`src/rtl/srt_pkg.sv`:
```
package srt_pkg;

  typedef struct packed {
    logic con_a;
    logic con_b;
    logic hard;
    logic uvlo_lo;
    logic uvlo_hi;
    logic oc;
  } req_vec_t;

  typedef enum logic [1:0] {
    ACT_KEEP    = 2'd0,
    ACT_RELEASE = 2'd1,
    ACT_ASSERT  = 2'd2
  } rst_act_e;

  localparam int unsigned REQ_N = $bits(req_vec_t);

endpackage

```
`src/rtl/srt_req_merge.sv`:
```
module srt_req_merge
  import srt_pkg::*;
(
  input  req_vec_t req,
  output logic     any_req
);

  logic [REQ_N-1:0] req_bits;
  logic [REQ_N:0]   chain;

  assign req_bits = req;
  assign chain[0] = 1'b0;

  for (genvar i = 0; i < REQ_N; i++) begin : g_or
    assign chain[i+1] = chain[i] | req_bits[i];
  end

  assign any_req = chain[REQ_N];

endmodule

```
`src/rtl/srt_run_counter.sv`:
```
module srt_run_counter #(
  parameter int unsigned RUN_MAX = 1000,
  parameter int unsigned W       = 10
) (
  input  logic         clk,
  input  logic         rst_n,
  input  logic         level,
  input  logic         hold,
  output logic         good_q,
  output logic [W-1:0] run_len,
  output logic [W-1:0] run_next
);

  localparam logic [W-1:0] RUN_MAX_W = W'(RUN_MAX);
  localparam logic [W-1:0] ONE_W     = W'(1);

  function automatic logic [W-1:0] run_step(input logic [W-1:0] cur,
                                            input logic         restart);
    if (restart)            return ONE_W;
    else if (cur >= RUN_MAX_W) return cur;
    else                    return cur + ONE_W;
  endfunction

  logic level_changed;

  assign level_changed = (level != good_q);
  assign run_next      = hold ? '0 : run_step(run_len, level_changed);

  always_ff @(posedge clk) begin
    if (!rst_n) begin
      good_q  <= 1'b0;
      run_len <= '0;
    end else begin
      good_q  <= level;
      run_len <= run_next;
    end
  end


  hold_clears_run_chk: assert property (@(posedge clk) disable iff (!rst_n)
    hold |=> (run_len == '0));


  change_restarts_chk: assert property (@(posedge clk) disable iff (!rst_n)
    (!hold && level_changed) |=> (run_len == ONE_W));


  run_bounded_chk: assert property (@(posedge clk) disable iff (!rst_n)
    run_len <= RUN_MAX_W);

endmodule

```
`src/rtl/srt_out_stage.sv`:
```
module srt_out_stage
  import srt_pkg::*;
#(
  parameter int unsigned RELEASE_CYCLES = 1000,
  parameter int unsigned ASSERT_CYCLES  = 10,
  parameter int unsigned W              = 10
) (
  input  logic         clk,
  input  logic         rst_n,
  input  logic         level,
  input  logic         any_req,
  input  logic [W-1:0] run_next,
  output logic         rst_out
);

  localparam logic [W-1:0] REL_W = W'(RELEASE_CYCLES);
  localparam logic [W-1:0] ASR_W = W'(ASSERT_CYCLES);

  function automatic rst_act_e pick_action(input logic         req,
                                           input logic         lvl,
                                           input logic [W-1:0] run);
    if (req)                     return ACT_ASSERT;
    else if (lvl && run >= REL_W)  return ACT_RELEASE;
    else if (!lvl && run >= ASR_W) return ACT_ASSERT;
    else                         return ACT_KEEP;
  endfunction

  rst_act_e act;

  assign act = pick_action(any_req, level, run_next);

  always_ff @(posedge clk) begin
    if (!rst_n) begin
      rst_out <= 1'b0;
    end else begin
      case (act)
        ACT_RELEASE: rst_out <= 1'b1;
        ACT_ASSERT:  rst_out <= 1'b0;
        default:     rst_out <= rst_out;
      endcase
    end
  end


  req_forces_low_chk: assert property (@(posedge clk) disable iff (!rst_n)
    any_req |=> !rst_out);

endmodule

```
`src/rtl/supply_reset_timer.sv`:
```
module supply_reset_timer
  import srt_pkg::*;
#(
  parameter int unsigned RELEASE_CYCLES = 40_000_000,
  parameter int unsigned ASSERT_CYCLES  = 6_400
) (
  input  logic clk,
  input  logic rst_n,
  input  logic cmp_above,
  input  logic con_a,
  input  logic con_b,
  input  logic hard_req,
  input  logic uvlo_lo,
  input  logic uvlo_hi,
  input  logic oc_fault,
  output logic supply_good,
  output logic sys_rst_n
);

  localparam int unsigned RUN_W = $clog2(RELEASE_CYCLES + 1);

  req_vec_t           req;
  logic               any_req;
  logic               sup_good_q;
  logic [RUN_W-1:0]   run_len;
  logic [RUN_W-1:0]   run_next;

  assign req = '{con_a: con_a, con_b: con_b, hard: hard_req,
                 uvlo_lo: uvlo_lo, uvlo_hi: uvlo_hi, oc: oc_fault};

  assign supply_good = cmp_above;

  srt_req_merge u_merge (
    .req     (req),
    .any_req (any_req)
  );

  srt_run_counter #(
    .RUN_MAX (RELEASE_CYCLES),
    .W       (RUN_W)
  ) u_count (
    .clk      (clk),
    .rst_n    (rst_n),
    .level    (cmp_above),
    .hold     (any_req),
    .good_q   (sup_good_q),
    .run_len  (run_len),
    .run_next (run_next)
  );

  srt_out_stage #(
    .RELEASE_CYCLES (RELEASE_CYCLES),
    .ASSERT_CYCLES  (ASSERT_CYCLES),
    .W              (RUN_W)
  ) u_stage (
    .clk      (clk),
    .rst_n    (rst_n),
    .level    (cmp_above),
    .any_req  (any_req),
    .run_next (run_next),
    .rst_out  (sys_rst_n)
  );

  initial begin

    delay_order_chk: assert (RELEASE_CYCLES > ASSERT_CYCLES && ASSERT_CYCLES > 0);
  end


  release_needs_good_chk: assert property (@(posedge clk) disable iff (!rst_n)
    $rose(sys_rst_n) |-> (sup_good_q && !$past(any_req)));


  assert_needs_low_chk: assert property (@(posedge clk) disable iff (!rst_n)
    ($fell(sys_rst_n) && !$past(any_req)) |-> !sup_good_q);

endmodule

```
`config.mk`:
```
export PLATFORM = sky130hd
export DESIGN_NAME = supply_reset_timer
export DESIGN_NICKNAME = d
export VERILOG_FILES = /design/src/rtl/srt_pkg.sv /design/src/rtl/srt_req_merge.sv /design/src/rtl/srt_run_counter.sv /design/src/rtl/srt_out_stage.sv /design/src/rtl/supply_reset_timer.sv
export SDC_FILE = /design/constraint.sdc
export NUM_CORES = 1
export LEC_CHECK = 0
export ABC_CLOCK_PERIOD_IN_PS = 6500
export BUFFER_PORTS_ARGS = -buffer_cell sky130_fd_sc_hd__buf_4
export CORE_MARGIN = 4
export CORE_UTILIZATION = 35
export DETAILED_ROUTE_END_ITERATION = 10
export PLACE_DENSITY_LB_ADDON = 0.25
export SLEW_MARGIN = 20
export SYNTH_ARGS = -nofsm -noshare
export SYNTH_HDL_FRONTEND = slang
export SYNTH_SLANG_ARGS = --single-unit
```
`constraint.sdc`:
```
create_clock -name clk -period 6.5 [get_ports clk]
set_clock_uncertainty 0.15 [all_clocks]
set_input_delay 1.625 -clock clk [delete_from_list [all_inputs] [get_ports clk]]
set_output_delay 1.625 -clock clk [all_outputs]
set_load 0.1 [all_outputs]
```
# Word-level counts from Yosys, hierarchy flattened
# Cells that the tools add are included.
# op_classes
n_mux,7
n_bitwise,5
addsub,1
magnitude_cmp,3
reduce_logical,4
n_eq_ne,3
# ops
operator,n
2-to-1 mux 26 bit,3
greater-or-equal comparator 26 bit (second input constant),2
adder 26 x 1 -> 26 bit (second input constant),1
greater-or-equal comparator 26 x 13 -> 1 bit (second input constant),1
2-to-1 mux 2 bit,3
OR 1 bit,5
== test 2 x 1 -> 1 bit (second input constant),1
== test 2 bit (second input constant),1
logical AND 1 bit,2
one-hot mux 1 bit (2 select lines),1
nonzero test 2 bit,1
logical NOT 1 bit,1
inequality test 1 bit,1
# totals
out_inout_bits,2
reg_bits,28
word_cells,26

# Logic depth before layout (Yosys ltp)
# Gate-level depths: netlist (run 1).
# depth
ltp_word,13
ltp_mapped,16

# By module
# Synthesis (run 1) repeated with hierarchy kept, for this count alone.
# unflattened
hier_cells,222
hier_area_um2,1719.1
# modules_own_cells
module,area_each_um2,instances,cells_per_inst
srt_run_counter,1541.5,1,195
srt_out_stage,156.4,1,23
srt_req_merge,13.8,1,3
supply_reset_timer,7.5,1,1

# Least setup slack after synthesis (run 1)
# Ideal clock, no wire load.
# synth_path
kind,input to register
start,input port uvlo_lo
end,register u_stage.rst_out
arrival_time_ns,3.946
t_required_ns,6.235
path_slack_ns,2.289
setup_time_ns,0.115
path_stages,10
path_cell_list,or4_1 -> nor3_1 -> nand2_1 -> a211oi_1 -> o211ai_1 -> a211o_1 -> ha_1 -> nand2_1 -> o21ai_0 -> and2_1
# synth_via
elab_chain_cells,12
word_cells_on_any_way,16
# synth_lines
item,line,source
from (decl),supply_reset_timer.sv:13,"input logic uvlo_lo,"
OR 1 bit (*) (4 in a row),srt_req_merge.sv:15,assign chain[i+1] = chain[i] | req_bits[i];
2-to-1 mux 26 bit,srt_run_counter.sv:27,"assign run_next = hold ? '0 : run_step(run_len, level_changed);"
greater-or-equal comparator 26 x 13 -> 1 bit,srt_out_stage.sv:24,else if (!lvl && run >= ASR_W) return ACT_ASSERT;
logical AND 1 bit,srt_out_stage.sv:24,
2-to-1 mux 2 bit,srt_out_stage.sv:24,
2-to-1 mux 2 bit,srt_out_stage.sv:23,else if (lvl && run >= REL_W) return ACT_RELEASE;
2-to-1 mux 2 bit (*),srt_out_stage.sv:22,if (req) return ACT_ASSERT;
== test 2 bit / == test 2 x 1 -> 1 bit (equally long branches),srt_out_stage.sv:36,case (act)
one-hot mux 1 bit (2 select lines) / nonzero test 2 bit (equally long branches),--,
to (signal assigned),srt_out_stage.sv:39,default: rst_out <= rst_out;
to (decl),srt_out_stage.sv:13,output logic rst_out
# Every way passes the cells marked *; elsewhere a longest branch is shown, timed or not.
# A chain may end at the register's enable or synchronous reset.

# Worst setup path after layout (run 1)
# Same ends and word-level chain as after synthesis.

==> results.md, run 1 <==
Run status:
- The flow ran to the end, and the final reports show no timing, DRC or antenna violations.

Drt:
- In the routed design, unresolved DRC markers number 0.
- The wire length per cell is 13.3 um.
- The first-pass iteration count of the detailed router is 4.
- The detailed router placed about 1,500 vias in this run.
- After detailed routing, the number of vias per cell comes to 5.10.
- The residual antenna-violating net count after detailed routing is 0.
- The aggregate routed wire length is 3850 um.
- In this run, the number of DRC markers left after iteration 0 of detailed routing was 84.

Yosys:
- Measured against the total synthesized area, the mux share comes to 0.
- Of the total synthesized cell area, the portion taken by XOR and XNOR cells is 0.126.
- The simple-gate share of the synthesized area is 0.362.
- The sequential area share after synthesis is 0.325.
- The fraction of synthesis flops using an asynchronous set or reset pin is 0.
- The count of warnings emitted by yosys is 0.
- The synthesis-stage register bit count is 28.
- The adder-cell share of the synthesized area is 0.0217.
- The dominant combinational cell family by area after synthesis is simple AND/OR/NAND/NOR gates.
- Synthesis produced around 220 cells.
- Yosys mapped a number of flops with a built-in enable equal to 0.
- A synthesized cell averages approximately 8 um^2.
- Summing every instance area after synthesis gives about 0.0017 mm^2.
- Among all flip-flop cells after synthesis, the most frequent one is sky130_fd_sc_hd__dfxtp_1.
- The count of unique library cells instantiated by Yosys is 48.
- The compound-cell area share of the yosys netlist is 0.125.
- The number of nets handed over by synthesis was approximately 230.

Die:
- In this run the count of I/O pins placed on the die edge is 11.
- The x dimension of the die is between 70 and 80 um.
- The die area is between 0.006 and 0.007 mm^2.
- Measured along the y axis, the die boundary spans slightly below 80 um.
- The area of the core is about 0.0048 mm^2.
- The starting density of the core is 0.363.
- The count of standard-cell rows is 25.

Place:
- Once detailed placement completed, the half-perimeter wirelength came to about 2800 um.
- In this run the cell area measured after placement is around 0.0018 mm^2.
- The congestion estimate from routability-driven global placement came to 0.817.
- The number of input and output port buffers inserted is 10.
- Counting tap cells, the placed design contains a total of ~290 instances.
- The worst slack after detailed placement is between 1.5 and 2 ns.

GRT:
- The initial antenna violation count came to 0.
- After global routing the overflow that remains totals 0.
- The overall track demand over capacity in global routing is 0.136.
- The first global-routing pass estimated 6730 um of wire.
- The number of global-route vias before repair came to 1,385.
- Entering global routing, the biggest net connects 25 pins.

Worst setup path:
- STA puts the critical path data required time at between 6 and 7 ns.
- The type of origin of the critical path is an input port.
- The classification of the worst setup path is input port to register.
- The element type at the critical path end is a register.
- The endpoint arrival time on the critical path is about 4.3 ns.
- Along the worst path, the maximum fanout reaches 6.

Final layout:
- The number of nets in the layout is between 200 and 250.
- The post-layout instance area is between 0.0015 and 0.002 mm^2.
- The finished layout holds slightly below 300 standard cells, fillers aside.
- Compared with the post-synthesis result, the final layout area differs by 9.49%.
- Of the cells placed in the final design, the portion with a size suffix greater than 1 is 0.112.
- The antenna cell count is 0.
- The most common library cell in the layout ignoring fill and taps is sky130_fd_sc_hd__nor2_1.
- In the layout the commonest cells are 32 x sky130_fd_sc_hd__nor2_1, 28 x sky130_fd_sc_hd__nand2_1, 28 x sky130_fd_sc_hd__dfxtp_1.

Clock tree:
- The clock insertion delay at the later pin of the skew report is between 0.2 and 0.3 ns.
- The buffers inserted during post-CTS setup optimization is 0.
- CTS built an H-tree with a depth of 1.
- The clock edge transition at the registers on the reported setup and hold paths is roughly 0.1 ns.
- The post-cts gate resize count is 0.
- The clock passes through at most 2 buffers.
- After clock tree synthesis, the flow added hold-fix buffers numbering 0.
- The root cell of the clock tree is sky130_fd_sc_hd__clkbuf_8.
- TritonCTS built the clock tree.
- The number of buffers inserted during clock tree synthesis is 3.
- The clock net sink count is 28.

Worst hold path:
- The path class of the lowest-slack min-delay path is register to register.

Power:
- The power density relative to cell area is about 150 mW/mm^2.
- The analysis attributes to cell leakage a power of slightly below 0.0006 uW.
- The completed layout was analyzed and its total power is roughly 300 uW.
- Across the VDD grid, the largest voltage drop is between 0.06 and 0.07 mV.

STA:
- Once routing completed, OpenROAD measured the worst setup slack at roughly 2.2 ns.
- For the pin with the worst max-slew slack, the measured transition is between 0.9 and 1 ns.
- The fraction of the cycle the final worst path needs is 0.655.
- Subtracting the final worst setup slack from the clock period gives 4.26 ns.
- The final-report hold violation count is 0.
- The final total negative setup slack is 0 ns.
- The maximum clock frequency is 0.235 GHz.
- The final number of max-transition violations came to 0.
- Setup repair after global routing left no endpoint under its margin.
- The worst-case headroom to the max-slew limit is 0.359.
- Setup violations remaining at the end of the flow were counted as 0.

Job:
- The number of max-cap violations is 0.
==> critical path: stages <==
cell	delay [ns]
sky130_fd_sc_hd__buf_4	0.10
sky130_fd_sc_hd__or4_1	0.50
sky130_fd_sc_hd__nor3_1	0.45
sky130_fd_sc_hd__nand2_1	0.26
sky130_fd_sc_hd__a211oi_1	0.32
sky130_fd_sc_hd__o211ai_1	0.14
sky130_fd_sc_hd__a211o_1	0.31
sky130_fd_sc_hd__ha_1	0.30
sky130_fd_sc_hd__nand2_1	0.06
sky130_fd_sc_hd__o21ai_0	0.06
sky130_fd_sc_hd__and2_1	0.15
==> metrics by stage <==
stage	utilization	hold slack, ns
after global routing	0.398	0.377
after detailed placement	0.386	0.341
after CTS	0.398	0.356
after floorplan	-	0.316
final	0.398	0.351
after global placement	0.386	0.332
==> Yosys cell counts, drive strengths merged, types with 2 or more instances <==
master | instances | share of area
a211o | 2 | 0.010
a211oi | 2 | 0.012
a21oi | 7 | 0.020
a31oi | 2 | 0.0072
a41oi | 3 | 0.015
and2 | 5 | 0.020
and3 | 3 | 0.011
buf | 3 | 0.014
clkbuf | 7 | 0.015
dfxtp | 28 | 0.32
ha | 3 | 0.022
inv | 5 | 0.011
nand2 | 29 | 0.067
nand3 | 12 | 0.035
nand3b | 3 | 0.013
nand4 | 7 | 0.025
nor2 | 32 | 0.070
nor2b | 4 | 0.014
nor3 | 9 | 0.032
nor4 | 6 | 0.029
nor4b | 2 | 0.010
o21a | 2 | 0.0087
o21ai | 4 | 0.018
or3 | 3 | 0.014
xnor2 | 14 | 0.075
xor2 | 10 | 0.051
==> layer usage <==
| layer | GRT usage | part of all wire |
|---|---|---|
| met1 | 0.189 | 0.49 |
| met2 | 0.216 | 0.45 |
| met3 | 0.0149 | 0.034 |
| met4 | 0.0542 | 0.023 |
| met5 | 0 | 0 |
==> flip-flops by register name (all words and copies together) (netlist names) <==
signal           count
u_count.run_len     26
u_count.good_q       1
u_stage.rst_out      1
==> final cells by class <==
cell class              count  area [um^2]
repair buffers             10         75.1
well taps                  67         83.8
flip-flops and latches     28          561
inverters                   5         18.8
fillers                   525         2860
clock buffers               4         55.1
multi-input cells         176         1100
==> path summary, 6_finish.rpt <==
| path | start | to | slack, ns | cells after the start |
|---|---|---|---|---|
| max | uvlo_lo | u_stage.rst_out$_SDFFE_PN0P_ | 2.24 | 11 |
| min | u_count.run_len[1]$_SDFF_PN0_ | u_count.run_len[1]$_SDFF_PN0_ | 0.35 | 2 |
| max reg2reg | u_count.run_len[19]$_SDFF_PN0_ | u_stage.rst_out$_SDFFE_PN0P_ | 2.83 | 14 |
| min reg2reg | u_count.run_len[1]$_SDFF_PN0_ | u_count.run_len[1]$_SDFF_PN0_ | 0.35 | 2 |
==> cell families after synthesis <==
logic type                 count (synthesis)
adders and majority gates                  3
AOI/OAI and AO/OA                         29
and+or+nand+nor                          120
xor gates and xnor gates                  24
buffers and inverters                     15
DFF                                       28
==> power breakdown <==
group / total [uW] / switching (uW) / internal (uW)
registers: 172 / 0.314 / 172
clock network: 110 / 55.2 / 54.3
logic: 10.3 / 5.83 / 4.48
Power figures use the tool's default switching activity.
==> inputs of run 2 (changes only) <==
--- a/config.mk
+++ b/config.mk
@@ -5,7 +5,8 @@
 export SDC_FILE = /design/constraint.sdc
 export NUM_CORES = 1
 export LEC_CHECK = 0
-export ABC_CLOCK_PERIOD_IN_PS = 6500
+export ABC_AREA = 1
+export ABC_CLOCK_PERIOD_IN_PS = 3900
 export BUFFER_PORTS_ARGS = -buffer_cell sky130_fd_sc_hd__buf_4
 export CORE_MARGIN = 4
 export CORE_UTILIZATION = 35
==> constraint.sdc (replaced) <==
create_clock -name clk -period 3.9 [get_ports clk]
set_clock_uncertainty 0.15 [all_clocks]
set_input_delay 0.975 -clock clk [delete_from_list [all_inputs] [get_ports clk]]
set_output_delay 0.975 -clock clk [all_outputs]
set_load 0.1 [all_outputs]
==> results.md, run 2 <==
Run status:
- Run status: completed (unchanged).

GRT:
- The remaining global-route overflow was 0 (unchanged).
- The number of global-route vias before repair is 2,524 (was 1,385).
- The initial antenna violation count is 0 (unchanged).
- The overall track demand over capacity in global routing is 0.183 (was 0.136).
- The maximum number of pins on one net before global-route repair is 34 (was 25).
- The wire length of the first global-routing pass is 12,700 um (was 6730 um).

Yosys:
- The number of flops mapped to enable cells by yosys came to 0 (unchanged).
- The average cell area after synthesis is 5.64 um^2 (was 7.88 um^2).
- The count of unique library cells instantiated by Yosys is 31 (was 48).
- The cell type with the highest aggregate area in the netlist is sky130_fd_sc_hd__dfxtp_1 (unchanged).
- The count of warnings emitted by yosys is 0 (unchanged).
- The dominant cell by count in the synthesized netlist was sky130_fd_sc_hd__nand2_1 (was sky130_fd_sc_hd__nor2_1).
- The cell area after synthesis came to 0.00256 mm^2 (was 0.00173 mm^2).
- The synthesis-stage register bit count is 28 (unchanged).
- Synth cell count leaders: 133 x sky130_fd_sc_hd__nand2_1, 75 x sky130_fd_sc_hd__nor2_1, 55 x sky130_fd_sc_hd__inv_1, 50 x sky130_fd_sc_hd__nand3_1, 28 x sky130_fd_sc_hd__dfxtp_1 (was 32 x sky130_fd_sc_hd__nor2_1, 28 x sky130_fd_sc_hd__dfxtp_1, 28 x sky130_fd_sc_hd__nand2_1, 13 x sky130_fd_sc_hd__xnor2_1, 12 x sky130_fd_sc_hd__nand3_1).
- The number of instances in the synthesized netlist was 454 (was 219).
- The share of the synthesized area in the top cell type was 0.219 (was 0.325).
- Synth area leaders: sky130_fd_sc_hd__dfxtp_1 22%, sky130_fd_sc_hd__nand2_1 20%, sky130_fd_sc_hd__nor2_1 11% (was sky130_fd_sc_hd__dfxtp_1 32%, sky130_fd_sc_hd__nor2_1 7.0%, sky130_fd_sc_hd__xnor2_1 6.6%).
- The most used flip-flop cell after synthesis is sky130_fd_sc_hd__dfxtp_1 (unchanged).
- The fraction of synthesis flops using an asynchronous set or reset pin is 0 (unchanged).
- The sequential area share after synthesis is 0.219 (was 0.325).
- The number of nets produced by synthesis came to 466 (was 231).

Die:
- The I/O pin total is 11 (unchanged).
- The count of standard-cell rows was 30 (was 25).
- The die height is 93.5 um (was 78.2 um).
- The x dimension of the die was 93.5 um (was 78.2 um).
- The starting density of the core is 0.369 (was 0.363).
- The die area is 0.00875 mm^2 (was 0.00612 mm^2).
- The area of the core was 0.00694 mm^2 (was 0.00475 mm^2).

Clock tree:
- The H-tree depth is 1 (unchanged).
- The clock insertion delay at the later pin of the skew report came to 0.29 ns (was 0.28 ns).
- The root cell of the clock tree was sky130_fd_sc_hd__clkbuf_8 (unchanged).
- The CTS tree is done (unchanged).
- The buffers inserted during post-CTS setup optimization is 0 (unchanged).
- The clock edge transition at the registers on the reported setup and hold paths is 0.11 ns (was 0.10 ns).
- The clock net sink count is 28 (unchanged).
- The number of hold-repair buffers added at the cts stage was 0 (unchanged).
- The maximum buffer depth of the clock tree is 2 (unchanged).
- The number of buffers inserted during clock tree synthesis was 3 (unchanged).
- The post-cts gate resize count is 0 (unchanged).

Drt:
- The total met3 wirelength after detailed routing was 350 um (was 130 um).
- The highest metal layer with signal wires is met4 (unchanged).
- The number of vias per cell after detailed routing is 5.03 (was 5.10).
- The met1 wire length is 3810 um (was 1900 um).
- The vias after detailed routing came to 2,784 (was 1,478).
- The aggregate routed wire length is 7640 um (was 3850 um).
- The number of DRC markers after the initial detailed-route iteration is 234 (was 84).
- The first-pass iteration count of the detailed router is 5 (was 4).
- The wire length per cell is 13.8 um (was 13.3 um).
- The met2 wire length was 3330 um (was 1730 um).
- The residual antenna-violating net count after detailed routing came to 0 (unchanged).
- The total DRC errors in the routed layout is 0 (unchanged).

Final layout:
- The number of flip-flops under the largest register name is 26 (unchanged).
- Most frequent cells in the layout: 133 x sky130_fd_sc_hd__nand2_1, 75 x sky130_fd_sc_hd__nor2_1, 55 x sky130_fd_sc_hd__inv_1 (was 32 x sky130_fd_sc_hd__nor2_1, 28 x sky130_fd_sc_hd__nand2_1, 28 x sky130_fd_sc_hd__dfxtp_1).
- Biggest registers after layout: u_count.run_len x26, u_count.good_q x1, u_stage.rst_out x1 (unchanged).
- The flip-flop and latch area is 561 um^2 (unchanged).
- The register ranked first by flip-flop count is u_count.run_len (unchanged).
- The number of nets in the layout came to 470 (was 236).
- The area of the multi-input gates is 0.00167 mm^2 (was 0.00110 mm^2).
- The antenna cell count is 0 (unchanged).
- The proportion of layout cells with a drive suffix above 1 was 0.0985 (was 0.112).
- The number of filler cells placed in the layout is 806 (was 525).
- The synthesis-to-layout area growth is 7.82% (was 9.49%).
- The most common library cell in the layout ignoring fill and taps is sky130_fd_sc_hd__nand2_1 (was sky130_fd_sc_hd__nor2_1).

Job:
- The number of max-cap violations is 0 (unchanged).

Place:
- The detailed placer's ending HPWL is 6030 um (was 2850 um).
- The number of input and output port buffers inserted is 10 (unchanged).
- The final estimated routing congestion in global placement is 0.897 (was 0.817).

Worst setup path:
- The element type at the critical path end is a register (unchanged).
- The type of origin of the critical path was a register (was input port).
- The maximum fanout along the worst path is 9 (was 6).
- The data required time at the worst endpoint was 3.92 ns (was 6.53 ns).
- The worst reg2reg path depth is 18 (was 14).
- The endpoint arrival time on the critical path is 3.23 ns (was 4.29 ns).
- The classification of the worst setup path is register to register (was input port to register).

STA:
- The final total negative setup slack is 0 ns (unchanged).
- The slew of the pin with the lowest slew margin is 0.756 ns (was 0.958 ns).
- For this run, the top clock speed supported by timing is 0.311 GHz.
- Setup repair after global routing missed its margin: no (unchanged).
- The routed design could run at a clock period as short as ~3.2 ns.
- The setup violation total in the final timing report is 0 (unchanged).
- The fraction of the cycle the final worst path needs is 0.825.
- The final-report hold violation count is 0 (unchanged).
- The final number of max-transition violations was 0 (unchanged).
- The worst-case headroom to the max-slew limit came to 0.495 (was 0.359).

Power:
- The maximum vdd drop is 0.162 mV (was 0.0620 mV).
- The power density relative to cell area is 205 mW/mm^2 (was 154 mW/mm^2).
- The reported leakage power was 0.00121 uW (was 0.000584 uW).
- The post-layout total power came to 565 uW (was 292 uW).

Worst hold path:
- The path class of the lowest-slack min-delay path is register to register (unchanged).
- The number of stages on the worst hold path is 2 (unchanged).
[run 2: critical path, cell delays in order, from the launching register on]
cell and delay (ns):
sky130_fd_sc_hd__dfxtp_1 0.53, sky130_fd_sc_hd__nand2_1 0.09, sky130_fd_sc_hd__inv_1 0.08, sky130_fd_sc_hd__nand2_1 0.08, sky130_fd_sc_hd__nor2_2 0.16, sky130_fd_sc_hd__nand3_1 0.09, sky130_fd_sc_hd__nand3_1 0.29, sky130_fd_sc_hd__buf_4 0.25
sky130_fd_sc_hd__buf_4 0.15, sky130_fd_sc_hd__nand2_1 0.06, sky130_fd_sc_hd__nand2_1 0.11, sky130_fd_sc_hd__nand3_1 0.11, sky130_fd_sc_hd__o21ai_0 0.20, sky130_fd_sc_hd__a21oi_1 0.09, sky130_fd_sc_hd__nand3_1 0.07, sky130_fd_sc_hd__nand3_1 0.07
sky130_fd_sc_hd__ha_1 0.31, sky130_fd_sc_hd__a21oi_1 0.15, sky130_fd_sc_hd__nor2_1 0.05
[run 2: worst paths after layout]
check	end	startpoint	slack [ns]
hold / removal	u_stage.rst_out$_SDFFE_PN0P_	u_stage.rst_out$_SDFFE_PN0P_	0.36
hold reg to reg	u_stage.rst_out$_SDFFE_PN0P_	u_stage.rst_out$_SDFFE_PN0P_	0.36
setup / recovery	u_stage.rst_out$_SDFFE_PN0P_	u_count.run_len[17]$_SDFF_PN0_	0.68
setup reg to reg	u_stage.rst_out$_SDFFE_PN0P_	u_count.run_len[17]$_SDFF_PN0_	0.68
[run 2: cell type report]
| cell class | instances | area share |
|---|---|---|
| sequential | 28 | 0.203 |
| clock buffer | 3 | 0.0150 |
| inverter | 60 | 0.0816 |
| timing repair buffer | 15 | 0.0408 |
| multi-input combinational | 350 | 0.605 |
| clock inverter | 1 | 0.0109 |
| tap | 96 | 0.0435 |
[run 2: cells by family after synthesis]
kind of cell	synth area share
AO/OA/AOI/OAI	0.0714
XOR/XNOR	0.0342
adder cells (fa/ha/maj)	0.0147
buffers and inverters	0.129
flip-flops	0.219
AND/OR/NAND/NOR	0.532
[run 2: power breakdown]
group | internal (uW) | switching [uW]
logic | 7.77 | 18.8
registers | 287 | 0.331
clock network | 138 | 113
[run 2: per-layer routing]
layer  GRT usage  vias to the layer above
met5           0                        -
met2       0.286                       83
li1            -                     1439
met3      0.0225                       18
met4      0.0415                        0
met1       0.266                     1244
[run 2: per-stage QoR]
stage                     hold WS (ns)  worst slack, ns  utilization  cells  cell area [um^2]
after floorplan                  0.325            0.853            -    454              2560
final                            0.355            0.684        0.397    553              2760
after CTS                        0.364            0.705        0.397    553              2760
after detailed placement         0.333            0.647        0.387    549              2690
after global routing             0.427            0.404        0.397    553              2760
after global placement           0.334            0.684        0.387    549              2690
